File: src/rtl/seqmul_pkg.sv
package seqmul_pkg;
  typedef enum logic [1:0] {
    ST_IDLE = 2'd0,
    ST_RUN  = 2'd1,
    ST_FIX  = 2'd2
  } seqmul_state_e;
endpackage

File: src/rtl/seqmul_operand_prep.sv
module seqmul_operand_prep #(
  parameter int W = 32
) (
  input  logic [W-1:0] a_i,
  input  logic [W-1:0] b_i,
  input  logic         signed_i,
  output logic [W-1:0] mag_a_o,
  output logic [W-1:0] mag_b_o,
  output logic         neg_o,
  output logic         short_o
);
  localparam logic [W-1:0] MIN_NEG = {1'b1, {(W-1){1'b0}}};

  // Magnitude of a value; in signed mode the most negative input maps to 2^(W-1).
  function automatic logic [W-1:0] magnitude(input logic [W-1:0] v, input logic sg);
    if (sg && v[W-1]) magnitude = ~v + {{(W-1){1'b0}}, 1'b1};
    else              magnitude = v;
  endfunction

  always_comb begin
    mag_a_o = magnitude(a_i, signed_i);
    mag_b_o = magnitude(b_i, signed_i);
    neg_o   = signed_i && (a_i[W-1] ^ b_i[W-1]);
    // Skip the sign position unless the multiplier magnitude actually uses it.
    short_o = signed_i && (b_i != MIN_NEG);
  end
endmodule

File: src/rtl/seqmul_ctrl.sv
module seqmul_ctrl
  import seqmul_pkg::*;
#(
  parameter int W = 32
) (
  input  logic clk,
  input  logic rst_n,
  input  logic start_i,
  input  logic short_i,
  output logic busy_o,
  output logic load_o,
  output logic step_o,
  output logic fix_o,
  output logic short_o
);
  localparam int CW = $clog2(W + 1);
  localparam logic [CW-1:0] FULL_RUN  = CW'(W);
  localparam logic [CW-1:0] SHORT_RUN = CW'(W - 1);

  seqmul_state_e state_q;
  logic [CW-1:0] cnt_q;
  logic [CW-1:0] iters_q;
  logic          short_q;
  logic          last_step;

  assign busy_o    = (state_q != ST_IDLE);
  assign load_o    = start_i && (state_q == ST_IDLE);
  assign step_o    = (state_q == ST_RUN);
  assign fix_o     = (state_q == ST_FIX);
  assign short_o   = short_q;
  assign last_step = (cnt_q == iters_q - CW'(1));

  always_ff @(posedge clk or negedge rst_n) begin
    if (!rst_n) begin
      state_q <= ST_IDLE;
      cnt_q   <= '0;
      iters_q <= FULL_RUN;
      short_q <= 1'b0;
    end else begin
      unique case (state_q)
        ST_IDLE: if (load_o) begin
          state_q <= ST_RUN;
          cnt_q   <= '0;
          iters_q <= short_i ? SHORT_RUN : FULL_RUN;
          short_q <= short_i;
        end
        ST_RUN: begin
          cnt_q <= cnt_q + CW'(1);
          if (last_step) state_q <= ST_FIX;
        end
        ST_FIX:  state_q <= ST_IDLE;
        default: state_q <= ST_IDLE;
      endcase
    end
  end


  busy_after_start_chk: assert property (@(posedge clk) disable iff (!rst_n)
    (start_i && !busy_o) |=> busy_o);


  iteration_count_chk: assert property (@(posedge clk) disable iff (!rst_n)
    fix_o |-> (cnt_q == iters_q));


  run_length_hold_chk: assert property (@(posedge clk) disable iff (!rst_n)
    (busy_o && $past(busy_o)) |-> $stable(iters_q));
endmodule

File: src/rtl/seqmul_datapath.sv
module seqmul_datapath #(
  parameter int W = 32
) (
  input  logic         clk,
  input  logic         rst_n,
  input  logic         load_i,
  input  logic         step_i,
  input  logic [W-1:0] mcand_i,
  input  logic [W-1:0] mplier_i,
  output logic [2*W-1:0] prod_o
);
  logic [W-1:0]   mcand_q;
  logic [2*W-1:0] prod_q;
  logic [W:0]     add_sum;
  logic [2*W-1:0] prod_next;

  // One iteration: conditional add into the upper half, carry kept as bit W.
  function automatic logic [W:0] add_upper(input logic [W-1:0] hi, input logic [W-1:0] m,
                                           input logic take);
    add_upper = {1'b0, hi} + (take ? {1'b0, m} : {(W+1){1'b0}});
  endfunction

  assign add_sum   = add_upper(prod_q[2*W-1:W], mcand_q, prod_q[0]);
  assign prod_next = {add_sum, prod_q[W-1:1]};
  assign prod_o    = prod_q;

  always_ff @(posedge clk or negedge rst_n) begin
    if (!rst_n) begin
      mcand_q <= '0;
      prod_q  <= '0;
    end else if (load_i) begin
      mcand_q <= mcand_i;
      prod_q  <= {{W{1'b0}}, mplier_i};
    end else if (step_i) begin
      prod_q  <= prod_next;
    end
  end


  mcand_hold_chk: assert property (@(posedge clk) disable iff (!rst_n)
    !load_i |=> $stable(mcand_q));


  skip_step_chk: assert property (@(posedge clk) disable iff (!rst_n)
    (step_i && !prod_q[0]) |=> (prod_q[2*W-1] == 1'b0));
endmodule

File: src/rtl/seqmul_finish.sv
module seqmul_finish #(
  parameter int W = 32
) (
  input  logic           clk,
  input  logic           rst_n,
  input  logic           load_i,
  input  logic           neg_i,
  input  logic           fix_i,
  input  logic           short_i,
  input  logic [2*W-1:0] prod_i,
  output logic           done_o,
  output logic [2*W-1:0] result_o
);
  logic           neg_q;
  logic [2*W-1:0] mag;
  logic [2*W-1:0] signed_res;

  // A shortened run leaves the product one place to the left of its final position.
  function automatic logic [2*W-1:0] align(input logic [2*W-1:0] p, input logic sh);
    align = sh ? {1'b0, p[2*W-1:1]} : p;
  endfunction

  function automatic logic [2*W-1:0] apply_sign(input logic [2*W-1:0] m, input logic n);
    apply_sign = n ? (~m + {{(2*W-1){1'b0}}, 1'b1}) : m;
  endfunction

  assign mag        = align(prod_i, short_i);
  assign signed_res = apply_sign(mag, neg_q);

  always_ff @(posedge clk or negedge rst_n) begin
    if (!rst_n) begin
      neg_q    <= 1'b0;
      done_o   <= 1'b0;
      result_o <= '0;
    end else begin
      done_o <= fix_i;
      if (load_i) neg_q <= neg_i;
      if (fix_i) result_o <= signed_res;
    end
  end


  done_pulse_chk: assert property (@(posedge clk) disable iff (!rst_n)
    done_o |=> !done_o);


  result_hold_chk: assert property (@(posedge clk) disable iff (!rst_n)
    !done_o |-> $stable(result_o));
endmodule

File: src/rtl/seqmul.sv
module seqmul #(
  parameter int W = 32
) (
  input  logic           clk,
  input  logic           rst_n,
  input  logic           start_i,
  input  logic           signed_i,
  input  logic [W-1:0]   a_i,
  input  logic [W-1:0]   b_i,
  output logic           busy_o,
  output logic           done_o,
  output logic [2*W-1:0] product_o
);
  logic [W-1:0]   mag_a;
  logic [W-1:0]   mag_b;
  logic           neg_in;
  logic           short_in;
  logic           load;
  logic           step;
  logic           fix;
  logic           short_run;
  logic [2*W-1:0] prod_reg;

  seqmul_operand_prep #(.W(W)) prep_i (
    .a_i(a_i), .b_i(b_i), .signed_i(signed_i),
    .mag_a_o(mag_a), .mag_b_o(mag_b), .neg_o(neg_in), .short_o(short_in)
  );

  seqmul_ctrl #(.W(W)) ctrl_i (
    .clk(clk), .rst_n(rst_n), .start_i(start_i), .short_i(short_in),
    .busy_o(busy_o), .load_o(load), .step_o(step), .fix_o(fix), .short_o(short_run)
  );

  seqmul_datapath #(.W(W)) dp_i (
    .clk(clk), .rst_n(rst_n), .load_i(load), .step_i(step),
    .mcand_i(mag_a), .mplier_i(mag_b), .prod_o(prod_reg)
  );

  seqmul_finish #(.W(W)) fin_i (
    .clk(clk), .rst_n(rst_n), .load_i(load), .neg_i(neg_in), .fix_i(fix),
    .short_i(short_run), .prod_i(prod_reg), .done_o(done_o), .result_o(product_o)
  );


  done_after_busy_chk: assert property (@(posedge clk) disable iff (!rst_n)
    done_o |-> (!busy_o && $past(busy_o)));
endmodule

File: config.mk
export PLATFORM = sky130hd
export DESIGN_NAME = seqmul
export DESIGN_NICKNAME = d
export VERILOG_FILES = /design/src/rtl/seqmul_pkg.sv /design/src/rtl/seqmul_operand_prep.sv /design/src/rtl/seqmul_ctrl.sv /design/src/rtl/seqmul_datapath.sv /design/src/rtl/seqmul_finish.sv /design/src/rtl/seqmul.sv
export SDC_FILE = /design/constraint.sdc
export NUM_CORES = 1
export LEC_CHECK = 0
export BUFFER_PORTS_ARGS = -buffer_cell sky130_fd_sc_hd__clkbuf_2
export CORE_ASPECT_RATIO = 0.5
export CORE_MARGIN = 1.5
export CORE_UTILIZATION = 55
export DETAILED_ROUTE_END_ITERATION = 12
export PLACE_DENSITY = 0.81
export SLEW_MARGIN = 20
export SYNTH_ARGS = -nofsm -noshare
export SYNTH_HDL_FRONTEND = slang
export SYNTH_SLANG_ARGS = --single-unit
File: constraint.sdc
create_clock -name clk -period 9.3 [get_ports clk]
set_input_delay 1.395 -clock clk [delete_from_list [all_inputs] [get_ports clk]]
set_output_delay 1.395 -clock clk [all_outputs]
set_load 0.1 [all_outputs]
# After elaboration in Yosys (flattened, before gate mapping)
# Index checks and enable logic that the tools add are counted.
# totals
register_bits	177
inputBits	68
out_inout_bits	66
elab_cells	50
# classes
n_addsub	6
n_eq_ne	6
n_mux	13
bitwise_logic	4
n_reduce_logical	12
# op_table
op	n
two-way mux 64 bit	4
two-way mux 32 bit	3
adder 32 x 1 -> 32 bit (second input constant)	2
adder 64 x 1 -> 64 bit (second input constant)	1
NOT 32 bit	2
NOT 64 bit	1
adder 32 x 33 -> 33 bit	1
inequality test 32 bit (second input constant)	1
two-way mux 6 bit	2
case mux 6 bit (2 select lines)	1
adder 6 x 1 -> 6 bit (second input constant)	1
equality test 6 bit	1
AND reduction 2 bit	3
nonzero test 2 bit	3
subtractor 6 x 1 -> 6 bit (second input constant)	1
logical AND 1 bit	5
two-way mux 2 bit	2
case mux 2 bit (2 select lines)	1
equality test 2 x 1 -> 1 bit (second input constant)	1
equality test 2 bit (second input constant)	1
logical NOT 2 bit	1
inequality test 2 x 1 -> 1 bit (second input constant)	1
inequality test 2 bit (second input constant)	1
bitwise XOR 1 bit	1

# Depth between registers and ports, before layout
# Gate-level depths: netlist of run 1.
# logic_depth
word_depth	4
ltp_mapped	17
depth_no_buf	12

# Modules after synthesis
# Synthesis of run 1 repeated with hierarchy kept, for this count alone.
# unflattened
cells_unflattened	1465
area_unflattened_um2	13279.0
# modules_own_cells
mod	n_inst	cells_each	area_per_inst_um2	seq_area_each_um2
seqmul_datapath	1	598	5883.1	2402.3
seqmul_finish	1	600	5381.4	1651.6
seqmul_operand_prep	1	220	1505.2	0.0
seqmul_ctrl	1	47	509.2	251.5

# Least setup slack after synthesis of run 1
# Ideal clock, no wire load.
# synth_timing
kind	flip-flop to flip-flop
startpoint	register, netlist name ctrl_i.iters_q[4]
endpoint	register fin_i.result_o[14]
setup_time_ns	0.095
arrival_ns	3.715
t_required_ns	9.205
path_slack_ns	5.490
stages_incl_launch_ff	17
n_path_buf	7
synth_period_minus_slack_ns	3.810
path_cell_list	dfrtp_1 > buf_6 > buf_2 > buf_2 > buf_2 > buf_2 > clkbuf_1 > mux2i_1 > ha_1 > nand4_1 > or3_1 > clkbuf_1 > or3b_1 > o211ai_1 > o21ai_0 > o2bb2ai_1 > o31ai_1
# synth_lines
item	line_no	text
end signal, assigned	seqmul_finish.sv:38	if (fix_i) result_o <= signed_res;
end, declared	seqmul_finish.sv:12	output logic [2*W-1:0] result_o

==> results of run 1 <==
-- how the worst max path moves through the flow --
stage | to | slack (ns) | depth (start not counted)
after detailed placement | dp_i.mcand_q[24] | 5.32 | 11
after global placement | dp_i.mcand_q[28] | 5.39 | 11
final | fin_i.result_o[63] | 5.46 | 9
after CTS | fin_i.result_o[60] | 5.55 | 8
after floorplan | fin_i.result_o[14] | 5.49 | 16
after global routing | fin_i.result_o[57] | 5.22 | 8
-- cell usage after synthesis, types with 4 or more instances --
| master | n |
|---|---|
| sky130_fd_sc_hd__mux2i_1 | 27 |
| sky130_fd_sc_hd__nor3_1 | 29 |
| sky130_fd_sc_hd__ha_1 | 36 |
| sky130_fd_sc_hd__nand2b_1 | 26 |
| sky130_fd_sc_hd__nand2_1 | 293 |
| sky130_fd_sc_hd__a21o_1 | 13 |
| sky130_fd_sc_hd__and2_1 | 38 |
| sky130_fd_sc_hd__o21ai_1 | 11 |
| sky130_fd_sc_hd__o2111ai_1 | 8 |
| sky130_fd_sc_hd__nand4b_1 | 6 |
| sky130_fd_sc_hd__nor4_1 | 16 |
| sky130_fd_sc_hd__or2_2 | 5 |
| sky130_fd_sc_hd__o31ai_1 | 14 |
| sky130_fd_sc_hd__o21bai_1 | 5 |
| sky130_fd_sc_hd__inv_1 | 23 |
| sky130_fd_sc_hd__o211ai_1 | 16 |
| sky130_fd_sc_hd__a21boi_0 | 10 |
| sky130_fd_sc_hd__nor2_1 | 136 |
| sky130_fd_sc_hd__or4_1 | 6 |
| sky130_fd_sc_hd__or3_1 | 11 |
| sky130_fd_sc_hd__buf_2 | 13 |
| sky130_fd_sc_hd__a211o_1 | 4 |
| sky130_fd_sc_hd__and3_1 | 10 |
| sky130_fd_sc_hd__nor3b_1 | 4 |
| sky130_fd_sc_hd__a211oi_1 | 14 |
| sky130_fd_sc_hd__a21oi_1 | 84 |
| sky130_fd_sc_hd__xor2_1 | 52 |
| sky130_fd_sc_hd__a31oi_1 | 36 |
| sky130_fd_sc_hd__o41ai_1 | 5 |
| sky130_fd_sc_hd__dfrtp_1 | 171 |
| sky130_fd_sc_hd__o21ai_0 | 175 |
| sky130_fd_sc_hd__nand3_1 | 49 |
| sky130_fd_sc_hd__nor2b_1 | 15 |
| sky130_fd_sc_hd__xnor2_1 | 86 |
| sky130_fd_sc_hd__o21a_1 | 6 |
| sky130_fd_sc_hd__o2bb2ai_1 | 5 |
| sky130_fd_sc_hd__nand4_1 | 25 |
| sky130_fd_sc_hd__buf_1 | 7 |
| sky130_fd_sc_hd__clkbuf_1 | 88 |
-- cells in the final DEF, fill, tap and decap left out, drive strengths merged, types with 4 or more instances in the layout --
| cell type | count |
|---|---|
| a211o | 4 |
| a211oi | 14 |
| a21boi | 10 |
| a21o | 13 |
| a21oi | 84 |
| a31oi | 36 |
| and2 | 38 |
| and3 | 10 |
| buf | 9 |
| clkbuf | 151 |
| dfrtp | 171 |
| ha | 36 |
| inv | 33 |
| mux2i | 27 |
| nand2 | 293 |
| nand2b | 26 |
| nand3 | 49 |
| nand4 | 25 |
| nand4b | 7 |
| nor2 | 136 |
| nor2b | 15 |
| nor3 | 33 |
| nor3b | 5 |
| nor4 | 18 |
| o2111ai | 8 |
| o211ai | 16 |
| o21a | 6 |
| o21ai | 187 |
| o21bai | 5 |
| o2bb2ai | 5 |
| o31ai | 14 |
| o41ai | 6 |
| or2 | 5 |
| or3 | 11 |
| or4 | 9 |
| or4b | 5 |
| xnor2 | 86 |
| xor2 | 52 |
-- power by group --
part | switching [uW] | internal (uW)
Sequential | 464 | 998
Clock | 343 | 369
Combinational | 1450 | 957
Total | 2250 | 2320
-- flip-flops by register name, summed over array words and instances, names as in the netlist --
register and flops:
fin_i.result_o 64, ctrl_i.state_q 2, fin_i.done_o 1, dp_i.prod_o 64, ctrl_i.cnt_q 6, dp_i.mcand_q 32
ctrl_i.iters_q 2, fin_i.neg_q 1
-- tightest hold or removal path: cells and delay by family, from the launching register on --
kind / cells / cell delay [ns]
AND/OR/NAND/NOR: 2 / 0.10
flip-flops: 1 / 0.34
-- cells by family after synthesis --
group                    count (synthesis)  synth area share [%]
multiplexers                            29                  2.30
AO/OA/AOI/OAI                          429                  20.2
flip-flops                             172                  33.8
AND/OR/NAND/NOR                        696                  26.2
XOR/XNOR                               138                  9.49
buffers and inverters                  136                  4.29
adder cells (fa/ha/maj)                 37                  3.69
-- through the flow --
step | cell area, sq um | hold WS [ns] | utilization [%] | worst slack, ns
2_1_floorplan | 12700 | 0.438 | - | 5.49
3_3_place_gp | 13400 | 0.456 | 58.9 | 5.39
3_5_place_dp | 13400 | 0.461 | 58.9 | 5.32
4_1_cts | 14000 | 0.476 | 61.4 | 5.55
5_1_grt | 14000 | 0.487 | 61.4 | 5.22
6_report | 14000 | 0.470 | 61.4 | 5.46
-- routing by layer --
| metal | global-route usage, % | routed length (microns) | up-vias | part of all wire (%) |
|---|---|---|---|---|
| met1 | 40.5 | 15800 | 5672 | 47 |
| met5 | 0 | 0 | - | 0 |
| met2 | 44.6 | 15400 | 410 | 46 |
| met4 | 7.54 | 503 | 0 | 1.5 |
| li1 | - | - | 5855 | - |
| met3 | 4.74 | 2060 | 40 | 6.1 |
-- cell type report --
| class | count | area, sq um |
|---|---|---|
| Tap cell | 307 | 384 |
| Clock buffer | 19 | 453 |
| Clock inverter | 13 | 121 |
| Fill cell | 2069 | 8790 |
| Inverter | 24 | 90.1 |
| Multi-Input combinational cell | 1329 | 7900 |
| Timing Repair Buffer | 141 | 736 |
| Sequential cell | 172 | 4310 |
==> Flow_metrics.wiki, run 1 <==
{| class="wikitable"
! Metric !! Value
|-
| Result of the run || finished clean
|-
| Overall Global Routing Usage || 28.4%
|-
| Total of cells resized after clock tree synthesis || 0
|-
| Post-synth top area share || 33.6%
|-
| Final slew viol count || 0
|-
| Number of buffers on the longest clock path || 2
|-
| Core area || 22800 sq um
|-
| Reg-to-reg slack, setup || 5.46 ns
|-
| Max_slew headroom || 38.4%
|-
| Mean routed wirelength per cell || 16.9 microns
|-
| Cell at the root of the clock tree || sky130_fd_sc_hd__clkbuf_16
|-
| TritonCTS Buffers || 17
|-
| CP Capture Type || flop
|-
| Post-synthesis cell area || 12700 sq um
|-
| CTS sink count || 172
|-
| Detailed placement HPWL || 24500 microns
|-
| Vertical die dimension || 111 microns
|-
| Number of setup buffers added after CTS || 0
|-
| Crit path DAT || 4.13 ns
|-
| Clock-pin slew reported for the worst setup and hold paths after clock tree synthesis || 0.07 ns
|-
| Finished Layout Cells || 2005
|-
| Diode count || 0
|-
| Slowest cell on the critical path || sky130_fd_sc_hd__buf_4
|-
| Largest stage delay, worst path || 0.82 ns
|-
| Post-synth EDFFs || 0
|-
| Source-to-sink clock delay at the later pin of the worst-skew pair || 0.45 ns
|-
| Synthesis Warnings || 0
|-
| Sequential area share after synthesis || 33.8%
|-
| Number of instances in the synthesized netlist || 1637
|-
| Peak supply drop || 0.000173 V
|-
| Aggregate negative setup slack || 0 ns
|-
| Kind of cell adding the most delay to the critical path || compound AO/OA/AOI/OAI gates
|-
| CTS tree || yes
|-
| Synth unique cells || 82
|-
| Start point of the critical path || ctrl_i.iters_q[4]
|-
| Worst Hold End || fin_i.result_o[22]
|-
| Worst min-delay path startpoint || fin_i.result_o[22]
|-
| Via-per-instance ratio || 5.97
|-
| Wire length of the first global-routing pass || 55500 microns
|-
| # DRC || 0
|-
| Transition time of the tightest slew-check pin || 0.925 ns
|-
| Weighted congestion reported at the end of routability-driven placement || 0.925
|-
| Number of top-level pins || 134
|-
| Number of placement rows || 39
|-
| Critical path data required time || 9.59 ns
|-
| Port buffer count || 133
|-
| First-pass iteration count of the detailed router || 5
|-
| Async set-or-reset flop fraction in the synthesized netlist || 100%
|-
| Number of max-cap violations || 0
|-
| Class of the worst hold path || reg2reg
|-
| Number of placed cells counting well taps || 1973
|-
| Initial detailed-routing violation count || 1109
|-
| Synth area leader || sky130_fd_sc_hd__dfrtp_1
|-
| Hold Path Cell Cnt || 2
|-
| Detailed-route via count || 12000
|-
| Leakage power || 0.00605 uW
|-
| Final antenna-violating net count || 0
|-
| Average cell area after synthesis || 7.78 sq um
|-
| Top flip-flop cell by instance count after synthesis || sky130_fd_sc_hd__dfrtp_1
|-
| Power per Cell Area || 327 nW/um^2
|-
| Startpoint types || flop
|-
| Syn Nets || 1742
|-
| Unrepaired setup endpoints after global routing || false
|-
| Effective utilization at floorplan || 55.9%
|-
| P&R area growth vs syn || 9.93%
|-
| Worst R2R Path Depth || 9
|-
| Final setup fails || 0
|-
| Hold buffer count at cts || 0
|-
| List of cells traversed by the critical path || buf_4, nor2b_1, a211oi_1, and3_1, nand4_1, nor3_1, a31oi_1, xnor2_1, o21ai_0
|-
| Layout cells sized above 1 || 12.2%
|-
| Shortest clock period the worst path allows after layout || 3.84 ns
|-
| Number of nets in the finished design || 1790
|-
| Total wire length || 33800 microns
|-
| Maximum number of pins on one net before global-route repair || 108
|-
| Crit Reg-Reg Endpoint || fin_i.result_o[63]
|-
| Setup Crit Path Kind || reg2reg
|-
| Final Cycle Share || 41.3%
|-
| Antenna violations before repair || 0
|-
| Total power after layout || 4580 uW
|-
| Die area || 24100 sq um
|-
| Highest attainable clock frequency || 261 MHz
|-
| Count of endpoints failing hold in the final timing report || 0
|-
| Top post-synthesis cells by area || sky130_fd_sc_hd__dfrtp_1, sky130_fd_sc_hd__nand2_1, sky130_fd_sc_hd__o21ai_0
|-
| Vias in the first global route || 10900
|-
| Start of the worst register-to-register path || ctrl_i.iters_q[4]
|-
| Worst-path fanout max || 87
|-
| Seq cells post-synth || 172
|-
| Horiz. Die Dim || 218 microns
|-
| GR Overflow Total || 0
|-
| Worst Clk Skew || 0.0117 ns
|-
| Critical path buffer and inverter count || 1
|-
| Number of levels in the clock H-tree || 4
|}
Power figures use the tool's default switching activity.
==> inputs of run 2 (changes only) <==
==> constraint.sdc (replaced) <==
create_clock -name clk -period 3.7 [get_ports clk]
set_input_delay 0.555 -clock clk [delete_from_list [all_inputs] [get_ports clk]]
set_output_delay 0.555 -clock clk [all_outputs]
set_load 0.1 [all_outputs]
==> run 2 against run 1 <==
Power grew to 2.5 times the previous value. Die area stayed put. Worst hold slack got worse by 0.33 ns. Combinational power rose to 2.6 times the previous value. Critical path depth grew 1. Sequential share of layout area is 0.21 points lower. First-iteration DRC count increased by 9.9%. Sequential power grew 150%. Core utilization up 0.41 points. Clock-buffer cell count shrank 2. Clock power grew 150%. Largest power group unchanged.
==> Flow_metrics.wiki, run 2 (synthesis gave the netlist of run 1 again) <==
{| class="wikitable"
! Metric !! Value
|-
| Core area || 22800 sq um
|-
| CTS tree || yes
|-
| Cell-internal power || 5870 uW
|-
| Source-to-sink clock delay at the later pin of the worst-skew pair || 0.45 ns
|-
| Result of the run || finished clean
|-
| Setup Crit Path Kind || reg2reg
|-
| Layout cells sized above 1 || 12.7%
|-
| Layout filler cell count || 2070
|-
| Worst-path fanout max || 23
|-
| Critical path data required time || 4.05 ns
|-
| Hold buffer count at cts || 0
|-
| # DRC || 0
|-
| CTS sink count || 172
|-
| Vias in the first global route || 10900
|-
| Final slew viol count || 0
|-
| Leakage power || 0.00611 uW
|-
| Area used by multi-input combinational logic || 7910 sq um
|-
| Port buffer count || 133
|-
| Transition time of the tightest slew-check pin || 0.926 ns
|-
| Fraction of power consumed by the clock network || 15.3%
|-
| Total of cells resized after clock tree synthesis || 0
|-
| Antenna violations before repair || 0
|-
| Unrepaired setup endpoints after global routing || false
|-
| TritonCTS Buffers || 17
|-
| Final Cycle Share || 87.0%
|-
| Number of placement rows || 39
|-
| P&R area growth vs syn || 10.7%
|-
| Combinational share of power || 53.4%
|-
| Diode count || 0
|-
| Highest attainable clock frequency || 310 MHz
|-
| Vertical die dimension || 111 microns
|-
| Mean routed wirelength per cell || 16.7 microns
|-
| Final design utilization || 61.8%
|-
| Max_slew headroom || 38.0%
|-
| Number of nets in the finished design || 1800
|-
| Switching part of the total || 49.0%
|-
| Worst Clk Skew || 0.0115 ns
|-
| Die area || 24100 sq um
|-
| Overall Global Routing Usage || 28.8%
|-
| Total wire length || 33700 microns
|-
| Detailed-route via count || 11800
|-
| GR Overflow Total || 0
|-
| Wire length of the first global-routing pass || 56000 microns
|-
| Startpoint types || flop
|-
| Initial detailed-routing violation count || 1219
|-
| Number of levels in the clock H-tree || 4
|-
| First-pass iteration count of the detailed router || 5
|-
| Area of all sequential standard cells || 4310 sq um
|-
| Shortest clock period the worst path allows after layout || 3.22 ns
|-
| Most frequent standard cell in the layout excluding fill and tap cells || sky130_fd_sc_hd__nand2_1
|-
| Top library cells by usage in the layout, fill and taps aside || sky130_fd_sc_hd__nand2_1, sky130_fd_sc_hd__o21ai_0, sky130_fd_sc_hd__dfrtp_1, sky130_fd_sc_hd__nor2_1, sky130_fd_sc_hd__clkbuf_2
|-
| Final antenna-violating net count || 0
|-
| Number of max-cap violations || 0
|-
| Aggregate negative setup slack || 0 ns
|-
| Number of setup buffers added after CTS || 0
|-
| Proportion of power drawn by flip-flops and latches || 31.3%
|-
| Maximum number of pins on one net before global-route repair || 81
|-
| Peak supply drop || 0.000397 V
|-
| P_sw || 5640 uW
|-
| Final setup fails || 0
|-
| Effective utilization at floorplan || 55.9%
|-
| Class of the worst hold path || in2async
|-
| Count of endpoints failing hold in the final timing report || 0
|-
| Cell at the root of the clock tree || sky130_fd_sc_hd__clkbuf_16
|-
| CP Capture Type || flop
|-
| Crit path DAT || 3.57 ns
|-
| Horiz. Die Dim || 218 microns
|-
| Via-per-instance ratio || 5.86
|-
| Weighted congestion reported at the end of routability-driven placement || 0.957
|-
| Clock-pin slew reported for the worst setup and hold paths after clock tree synthesis || 0.07 ns
|-
| Number of top-level pins || 134
|-
| Number of buffers on the longest clock path || 2
|-
| Detailed placement HPWL || 25000 microns
|-
| Reg-to-reg slack, setup || 0.48 ns
|-
| Power per Cell Area || 817 nW/um^2
|}
run 2: cell count changes in the layout (fill, tap and decap cells not counted), sizes merged:
cell / previous run / this run
inv: 33 / 34
clkinv: 2 / 4
clkbuf: 151 / 149
clkinvlp: 2 / 1
buf: 9 / 19
run 2: power groups by stage:
stage                     logic [uW]  registers [uW]  clock network, uW
after floorplan                 4880            3220                  0
after global placement          5970            3570                  0
after detailed placement        6060            3590                  0
after CTS                       6100            3560               1780
after global routing            6870            3700               1860
final                           6150            3600               1760
run 2: area by class of cell:
| class | count | share of cell area (%) |
|---|---|---|
| multi-input cells | 1329 | 56.1 |
| flip-flops and latches | 172 | 30.6 |
| repair buffers | 151 | 5.90 |
| clock buffers | 17 | 3.02 |
| well taps | 307 | 2.73 |
| clock inverters | 15 | 1.02 |
| inverters | 24 | 0.639 |
run 2: routing by layer:
metal	part of all wire (%)	global-route usage (%)
met1	46	40.3
met2	46	45.9
met3	5.7	5.23
met4	1.9	7.68
met5	0	0
run 2: critical path, cell delays in order, from the launching register on:
cell	delay [ns]
sky130_fd_sc_hd__dfrtp_4	0.58
sky130_fd_sc_hd__nand2b_1	0.20
sky130_fd_sc_hd__a21boi_0	0.31
sky130_fd_sc_hd__ha_1	0.26
sky130_fd_sc_hd__nand4_1	0.23
sky130_fd_sc_hd__or3_1	0.47
sky130_fd_sc_hd__or3b_1	0.46
sky130_fd_sc_hd__o211ai_1	0.16
sky130_fd_sc_hd__o21ai_0	0.11
sky130_fd_sc_hd__o2bb2ai_1	0.16
sky130_fd_sc_hd__o31ai_1	0.19
run 2: metrics by stage:
step,power (uW),hold slack [ns],instances,instance area (sq um),setup slack (ns)
after floorplan,8100,0.259,1637,12700,0.0444
after global placement,9540,0.452,1983,13500,0.627
after detailed placement,9650,0.459,1983,13500,0.556
after CTS,11400,0.170,2015,14100,0.505
after global routing,12400,0.204,2015,14100,0.159
final,11500,0.139,2015,14100,0.479
run 2: path summary, 6_finish.rpt:
path,from,to,cells after the start
setup / recovery,ctrl_i.iters_q[4],fin_i.result_o[14],10
setup reg to reg,ctrl_i.iters_q[4],fin_i.result_o[14],10
hold reg to reg,fin_i.result_o[22],fin_i.result_o[22],2
min in group clk,a_i[1],dp_i.mcand_q[1],3
max in group asynchronous,rst_n,dp_i.mcand_q[17],2
hold / removal,rst_n,fin_i.done_o,1
==> inputs of run 3 (changes only) <==
--- a/config.mk
+++ b/config.mk
@@ -5,11 +5,13 @@
 export SDC_FILE = /design/constraint.sdc
 export NUM_CORES = 1
 export LEC_CHECK = 0
+export ABC_AREA = 1
 export BUFFER_PORTS_ARGS = -buffer_cell sky130_fd_sc_hd__clkbuf_2
 export CORE_ASPECT_RATIO = 0.5
 export CORE_MARGIN = 1.5
 export CORE_UTILIZATION = 55
 export DETAILED_ROUTE_END_ITERATION = 12
+export GPL_TIMING_DRIVEN = 0
 export PLACE_DENSITY = 0.81
 export SLEW_MARGIN = 20
 export SYNTH_ARGS = -nofsm -noshare
==> run 3 against run 2 <==
Cell area grew 11%. Critical path depth up 9. Worst hold slack improved by 0.015 ns. Non-clock buffer count rose by 60. Fmax grew 1.3%. Worst setup slack better by 0.040 ns. Clock-buffer cell count up 2.
==> Flow_metrics.wiki, run 3 <==
{| class="wikitable"
! Metric !! Value
|-
| Result of the run || finished clean
|-
| Crit path DAT || 3.52 ns
|-
| Final antenna-violating net count || 0
|-
| Total of cells resized after clock tree synthesis || 0
|-
| Most common cell type on the critical path || sky130_fd_sc_hd__nand2_1
|-
| Top post-synthesis cells by area || sky130_fd_sc_hd__dfrtp_1, sky130_fd_sc_hd__nand2_1, sky130_fd_sc_hd__o21ai_0
|-
| Seq cells post-synth || 172
|-
| Top library cells by usage in the layout, fill and taps aside || sky130_fd_sc_hd__nand2_1, sky130_fd_sc_hd__inv_1, sky130_fd_sc_hd__nor2_1, sky130_fd_sc_hd__o21ai_0, sky130_fd_sc_hd__dfrtp_1
|-
| Crit Reg-Reg Endpoint || dp_i.prod_o[57]
|-
| Critical path data required time || 4.04 ns
|-
| Top flip-flop cell by instance count after synthesis || sky130_fd_sc_hd__dfrtp_1
|-
| Mean routed wirelength per cell || 16.6 microns
|-
| Weighted congestion reported at the end of routability-driven placement || 1.03
|-
| Startpoint types || flop
|-
| Layout filler cell count || 2332
|-
| P_sw || 5740 uW
|-
| Number of buffers on the longest clock path || 2
|-
| Maximum number of pins on one net before global-route repair || 91
|-
| Count of endpoints failing hold in the final timing report || 0
|-
| Area of all sequential standard cells || 4310 sq um
|-
| Worst Clk Skew || 0.0110 ns
|-
| Number of instances in the synthesized netlist || 2224
|-
| Class of the worst hold path || in2async
|-
| CP Capture Type || flop
|-
| Async set-or-reset flop fraction in the synthesized netlist || 100%
|-
| Synth unique cells || 49
|-
| Crit path depth || 19
|-
| Number of levels in the clock H-tree || 4
|-
| Cell-internal power || 5490 uW
|-
| Layout cells sized above 1 || 10.7%
|-
| Syn Nets || 2329
|-
| Power per Cell Area || 719 nW/um^2
|-
| Fraction of power consumed by the clock network || 16.3%
|-
| Number of nets in the finished design || 2482
|-
| Largest stage delay, worst path || 0.39 ns
|-
| Leakage power || 0.00803 uW
|-
| List of cells traversed by the critical path || clkbuf_1, clkbuf_1, nand2_1, inv_1, ha_1, inv_1, fa_1, inv_1, nand3_1, nand2_1, nand2_1, nand2_1, nand2_1, nand2_1, nand4_1, nand2_1, nand2_1, nand3_1, nand2_1
|-
| Hold buffer count at cts || 0
|-
| CTS tree || yes
|-
| Clock-pin slew reported for the worst setup and hold paths after clock tree synthesis || 0.06 ns
|-
| Horiz. Die Dim || 228 microns
|-
| Vias in the first global route || 13400
|-
| Antenna violations before repair || 1
|-
| Max_slew headroom || 37.3%
|-
| Kind of cell adding the most delay to the critical path || simple AND/OR/NAND/NOR gates
|-
| Most frequent standard cell in the layout excluding fill and tap cells || sky130_fd_sc_hd__nand2_1
|-
| Detailed placement HPWL || 36500 microns
|-
| Final Cycle Share || 86.0%
|-
| Synth area leader || sky130_fd_sc_hd__dfrtp_1
|-
| Die area || 26300 sq um
|-
| First-pass iteration count of the detailed router || 8
|-
| Cell with the most instances after synthesis || sky130_fd_sc_hd__nand2_1
|-
| Overall Global Routing Usage || 34.8%
|-
| Reg-to-reg slack, setup || 0.52 ns
|-
| Wire length of the first global-routing pass || 71300 microns
|-
| Post-synth top area share || 30.8%
|-
| Final slew viol count || 0
|-
| Number of max-cap violations || 0
|-
| Synthesis Warnings || 0
|-
| Detailed-route via count || 15100
|-
| Post-synthesis cell area || 13900 sq um
|-
| Setup Crit Path Kind || reg2reg
|-
| Proportion of power drawn by flip-flops and latches || 25.3%
|-
| Vertical die dimension || 115 microns
|-
| GR Overflow Total || 0
|-
| Post-synth EDFFs || 0
|-
| Final setup fails || 0
|-
| Peak supply drop || 0.000504 V
|-
| Total wire length || 45200 microns
|-
| Number of setup buffers added after CTS || 0
|-
| Core area || 24400 sq um
|-
| Source-to-sink clock delay at the later pin of the worst-skew pair || 0.46 ns
|-
| Effective utilization at floorplan || 56.9%
|-
| Initial detailed-routing violation count || 1800
|-
| P&R area growth vs syn || 12.3%
|-
| Switching part of the total || 51.1%
|-
| Total power after layout || 11200 uW
|-
| Average cell area after synthesis || 6.25 sq um
|-
| Transition time of the tightest slew-check pin || 0.939 ns
|-
| Slowest cell on the critical path || sky130_fd_sc_hd__clkbuf_1
|-
| Worst-path fanout max || 10
|-
| Critical path buffer and inverter count || 5
|-
| Start of the worst register-to-register path || dp_i.prod_o[0]
|-
| TritonCTS Buffers || 17
|-
| Via-per-instance ratio || 5.55
|-
| Cell at the root of the clock tree || sky130_fd_sc_hd__clkbuf_16
|-
| # DRC || 0
|-
| Shortest clock period the worst path allows after layout || 3.18 ns
|-
| Combinational share of power || 58.3%
|-
| Port buffer count || 133
|-
| Commonest cells post-synth || sky130_fd_sc_hd__nand2_1, sky130_fd_sc_hd__inv_1, sky130_fd_sc_hd__nor2_1
|-
| Post-place setup slack || 0.575 ns
|-
| Sequential area share after synthesis || 31.0%
|-
| Highest attainable clock frequency || 314 MHz
|-
| Worst R2R Path Depth || 19
|-
| Area used by multi-input combinational logic || 8240 sq um
|-
| Number of placement rows || 40
|-
| CTS sink count || 172
|-
| Unrepaired setup endpoints after global routing || false
|-
| Number of top-level pins || 134
|-
| Slack of the critical path || 0.519 ns
|}
run 3: cell types whose count changed in the layout (fill, tap and decap cells not counted), sizes merged, moves of 31 or more:
cell and delta:
nand2 +529, a31oi -31, nand3 +111, inv +209, xnor2 -80, and2 -36, nor2 +97, o21ai +45
clkbuf +56
run 3: kinds of logic (layout without fill, tap and decap cells):
family	count (synthesis)	count (layout)	share of synthesized area, %
compound gates	344	344	13.6
xor+xnor	63	63	3.97
fa+ha+maj	37	37	3.38
buf+inv	321	485	9.77
flops	172	172	31.0
mux	1	1	0.0720
other cells	0	1	0
simple gates	1286	1286	38.3
run 3: power by group through the flow:
stage	Sequential (uW)	Combinational [uW]	Clock, uW
floorplan	2690	4630	0
global placement	2840	6170	0
detailed placement	2850	6270	0
CTS	2820	6310	1840
global route	2890	7300	1920
finish	2850	6550	1830
run 3: per-layer routing:
| layer | track usage, % | part of all wire [%] | vias up |
|---|---|---|---|
| li1 | - | - | 7416 |
| met1 | 51.3 | 46 | 6846 |
| met2 | 49.6 | 39 | 788 |
| met3 | 10.2 | 13 | 74 |
| met4 | 9.32 | 1.8 | 0 |
| met5 | 0 | 0 | - |
run 3: worst max path at each step:
stage | start | endpoint
detailed placement | dp_i.prod_o[0] | dp_i.prod_o[53]
global placement | rst_n | fin_i.result_o[47]
finish | dp_i.prod_o[0] | dp_i.prod_o[57]
floorplan | dp_i.prod_o[0] | dp_i.prod_o[53]
CTS | dp_i.prod_o[0] | dp_i.prod_o[53]
global route | dp_i.prod_o[0] | dp_i.prod_o[53]
run 3: layout make-up:
cell class                 count  area share (%)
timing repair buffer         134            4.49
clock buffer                  19            2.84
buffer                        77            2.84
sequential                   172            27.6
antenna                        1          0.0160
tap                          336            2.69
multi-input combinational   1731            52.8
clock inverter                11           0.929
inverter                     244            5.86
run 3: metrics by stage:
stage	area, sq um	utilization (%)	instances	hold slack, ns	setup TNS, ns
3_5_place_dp	15000	61.5	2694	0.466	0
4_1_cts	15600	63.9	2724	0.177	0
3_3_place_gp	15000	61.4	2693	0.464	-158.11
6_report	15600	64.0	2725	0.154	0
2_1_floorplan	13900	-	2224	0.259	0
5_1_grt	15600	63.9	2724	0.206	0
